File: config.mk
export PLATFORM = sky130hd
export DESIGN_NAME = loop_stage_seq
export DESIGN_NICKNAME = d
export VERILOG_FILES = /design/src/rtl/loop_stage_seq.sv
export SDC_FILE = /design/constraint.sdc
export NUM_CORES = 1
export LEC_CHECK = 0
export ABC_AREA = 1
export CAP_MARGIN = 20
export CORE_ASPECT_RATIO = 1.75
export CORE_MARGIN = 3
export CORE_UTILIZATION = 48
export DETAILED_ROUTE_END_ITERATION = 8
export GPL_TIMING_DRIVEN = 0
export PLACE_DENSITY = 0.8
export SETUP_SLACK_MARGIN = 0.3
export SLEW_MARGIN = 20
export SYNTH_ARGS = -nofsm -noshare
export SYNTH_HDL_FRONTEND = slang
export SYNTH_SLANG_ARGS = --single-unit
export TNS_END_PERCENT = 1
File: constraint.sdc
create_clock -name clk -period 1.8 [get_ports clk]
set_clock_uncertainty 0.15 [all_clocks]
set_input_delay 0.36 -clock clk [delete_from_list [all_inputs] [get_ports clk]]
set_output_delay 0.36 -clock clk [all_outputs]
set_load 0.005 [all_outputs]
File: src/rtl/loop_stage_seq.sv
module loop_stage_seq #(
  parameter int MAX_STAGES = 4,
  parameter int KIDX_W     = 6,
  parameter int ITER_W     = 8,
  localparam int SW        = $clog2(MAX_STAGES + 1)
) (
  input  logic                  clk,
  input  logic                  rst,
  input  logic                  start_i,
  input  logic [SW-1:0]         stages_i,
  input  logic [KIDX_W-1:0]     klen_i,
  input  logic [ITER_W-1:0]     iters_i,
  output logic                  busy_o,
  output logic [KIDX_W-1:0]     kidx_o,
  output logic [MAX_STAGES-1:0] stage_en_o,
  output logic                  iter_start_o,
  output logic                  done_o
);

  logic                  busy_q, done_q;
  logic [KIDX_W-1:0]     kidx_q, klen_q;
  logic [SW-1:0]         stages_q;
  logic [ITER_W-1:0]     iters_q, entered_q;
  logic [MAX_STAGES-1:0] mask_q;

  wire                  pass_end   = kidx_q == klen_q - 1'b1;
  wire                  more_iters = entered_q < iters_q;
  wire [MAX_STAGES-1:0] stage_lim  = ~({MAX_STAGES{1'b1}} << stages_q);
  wire [MAX_STAGES-1:0] mask_nxt   = {mask_q[MAX_STAGES-2:0], more_iters} & stage_lim;

  always_ff @(posedge clk) begin
    if (rst) begin
      busy_q    <= 1'b0;
      done_q    <= 1'b0;
      kidx_q    <= '0;
      klen_q    <= '0;
      stages_q  <= '0;
      iters_q   <= '0;
      entered_q <= '0;
      mask_q    <= '0;
    end else begin
      done_q <= 1'b0;
      if (!busy_q) begin
        if (start_i) begin
          if (iters_i == '0) begin
            done_q <= 1'b1;
          end else begin
            busy_q    <= 1'b1;
            kidx_q    <= '0;
            klen_q    <= klen_i;
            stages_q  <= stages_i;
            iters_q   <= iters_i;
            entered_q <= ITER_W'(1);
            mask_q    <= MAX_STAGES'(1);
          end
        end
      end else if (pass_end) begin
        kidx_q <= '0;
        mask_q <= mask_nxt;
        if (more_iters) entered_q <= entered_q + 1'b1;
        if (mask_nxt == '0) begin
          busy_q <= 1'b0;
          done_q <= 1'b1;
        end
      end else begin
        kidx_q <= kidx_q + 1'b1;
      end
    end
  end

  assign busy_o       = busy_q;
  assign done_o       = done_q;
  assign kidx_o       = kidx_q;
  assign stage_en_o   = mask_q;
  assign iter_start_o = busy_q && (kidx_q == '0) && mask_q[0];

endmodule

==> results_dict.tcl <==
set metrics [dict create \
    preCtsSetupSlack_ns -0.5385 \
    status "complete, but fails checks" \
    rsz0062_at_grt "yes" \
    maxCapViolations 0 \
    root_buffer "clkbuf_8" \
    io_buffers 32 \
    grt_overflow 0 \
    ff2ff_setup_slack_ns -0.06 \
    grt_max_degree 11 \
    core_um2 4150 \
    initial_utilization_pct 50.05 \
    synthDistinctLibCells 28 \
    p_per_area_nw_per_um2 734.3 \
    setup_viol_count_final 11 \
    cts_tree "built" \
    placed_cell_area_um2 2474 \
    antenna_cells 0 \
    yosys_warnings 0 \
    synth_top_flop_cell "dfxtp_1" \
    max_slew_margin_pct 73.52 \
    synthesis.area_um2 2077 \
    synthSimpleGateAreaFrac_pct 30.72 \
    grt_pass1_wl_mm 9.204 \
    die_width_um 55.73 \
    synth_compound_area_share_pct 13.19 \
    firstDrtPassIters 4 \
    clockBufferDepth 2 \
    async_flop_share_pct 0 \
    max_clock_freq_ghz 0.5385 \
    min_period_over_period_pct 103.2 \
    synthAdderAreaFrac_pct 6.627 \
    fin_util_pct 66.99 \
    hold_path.class "in -> reg" \
    ir_drop_mv 0.6625 \
    drt_iter0_drc 67 \
    vias 2150 \
    failed_checks "negative setup slack" \
    avgViaCountPerCell 5.388 \
    clock_latency_ns 0.29 \
    period_needed_ns 1.857 \
    crit_type "reg -> reg" \
    die_h_um 93.02 \
    worst_slew_pin_slew_ns 0.3942 \
    htreeDepth 2 \
    routed_wl_mm 5.573 \
    gp_congestion 0.8464 \
    ys_ff_latch 37 \
    final_max_slew_viol_count 0 \
    cts_buffers 5 \
    synth_edf_count 0 \
    area_growth_pct 33.86 \
    ys_seq_area_share_pct 35.66 \
    synth_mux_area_share_pct 0 \
    fillers 364 \
    nNetsFinal 382 \
    required_ns 1.83 \
    crit_arrival_ns 1.89 \
    synth_nets 335 \
    path_clk_slew_ns 0.07 \
    drc_errors 0 \
    ant_nets 0 \
    die_area_um2 5184 \
    grtUsageTotal_pct 22.89 \
    grt_antenna_before_repair 0 \
    drive_above_1_share_pct 18.00 \
    p_leak_nw 1.336 \
    grt_pass1_vias 2122 \
    hold_viol 0 \
    crit_fanout 7 \
    syn-instance-count 304 \
    synthXorXnorAreaFrac_pct 2.952 \
    rows 31 \
    ioPinCount 33 \
    design_area_um2 2780 \
    critPathLaunchType "flip-flop" \
    routedWlPerCell_um 13.97 \
    worstSetupEndpointType "flip-flop" \
    fin_ws_ns -0.05709 \
    avgSynthCellArea_um2 6.832 \
    synth_top_family_by_area "simple AND/OR/NAND/NOR gates" \
    cts.sinks 37 \
    dp_hpwl_mm 3.963 \
]
kinds of logic after synthesis:
family	Yosys count
adder cells (fa/ha/maj)	11
XOR/XNOR	7
AO/OA/AOI/OAI	54
buffers and inverters	59
AND/OR/NAND/NOR	136
flip-flops	37
synth_stat cells (4+ instances only):
library cell	n	area (µm²)
nand2_1	62	232.7
inv_1	46	172.7
dfxtp_1	37	740.7
a21oi_1	28	140.1
nand3_1	25	125.1
nor2_1	21	78.83
o21ai_0	21	105.1
ha_1	11	137.6
nand4_1	9	56.30
clkbuf_1	6	22.52
xor2_1	6	52.55
inv_2	4	15.01
layer usage:
metal  up-vias  track usage (%)  wire length (µm)
met5         -                0                 0
met1       996            21.34              1958
met4         0            14.20               244
met2        50            44.66              3203
li1       1082                -                 -
met3        22            3.729               167
path summary, 6_finish.rpt:
path	startpoint	end	depth (start not counted)
min reg2reg	iters_q[0]	iters_q[0]	2
min	iters_i[3]	iters_q[3]	3
max reg2reg	klen_q[0]	kidx_o[4]	11
max	klen_q[0]	kidx_o[4]	11
layout make-up:
class                   count  area, µm²  area share [%]
plain buffers               9      98.84           3.555
multi-input cells         209       1212           43.61
repair buffers             39      375.4           13.50
flip-flops and latches     37      764.5           27.50
clock buffers               5      68.82           2.475
clock inverters             1      5.005          0.1800
inverters                  50      193.9           6.976
well taps                  49      61.31           2.205
worst max-delay path, cell delays in order, from the launching register on:
cell     delay (ns)
dfxtp_2        0.36
inv_4          0.06
ha_4           0.26
xor2_1         0.14
nand3_1        0.10
nor2_2         0.09
nand3_2        0.12
nand2_4        0.17
buf_4          0.14
inv_1          0.05
nand2_1        0.06
a21oi_1        0.05
state kept, by name (all words and copies together), names as in the netlist:
| signal | cells |
|---|---|
| done_o | 1 |
| kidx_o | 6 |
| stages_q | 3 |
| busy_o | 1 |
| klen_q | 6 |
| iters_q | 8 |
| stage_en_o | 4 |
| entered_q | 8 |
cell usage in the layout (no fill, tap or decap), types with 9 or more instances in the layout:
cell             count
nand4_1              9
nand2_1             57
nor2_1              21
ha_1                 9
nand3_1             25
inv_1               43
clkdlybuf4s50_1     16
a21oi_1             27
o21ai_0             18
dfxtp_1             28
power by group:
part | switching, mW | internal, mW | leakage, nW
sequential | 0.0533 | 0.878 | 0.310
clock | 0.285 | 0.255 | 0.0399
combinational | 0.327 | 0.244 | 0.986
total | 0.665 | 1.38 | 1.34
timing repair:
action,in CTS,in global routing
resized for setup,51,28
hold buffers,0,0
pin swaps,4,7
buffers inserted,7,0
setup endpoints to repair,50,48
cloned,1,0
stage by stage:
step | hold slack (ns) | setup TNS [ns] | total power [mW] | cells
2_1_floorplan | 0.2737 | 0 | 1.283 | 304
3_3_place_gp | 0.2911 | -15.93 | 1.425 | 385
3_5_place_dp | 0.2952 | -16.06 | 1.440 | 385
4_1_cts | 0.3046 | -0.4770 | 2.035 | 399
5_1_grt | 0.2841 | -3.273 | 2.168 | 399
6_report | 0.2594 | -0.4153 | 2.041 | 399
(Power assumes the default switching activity.)
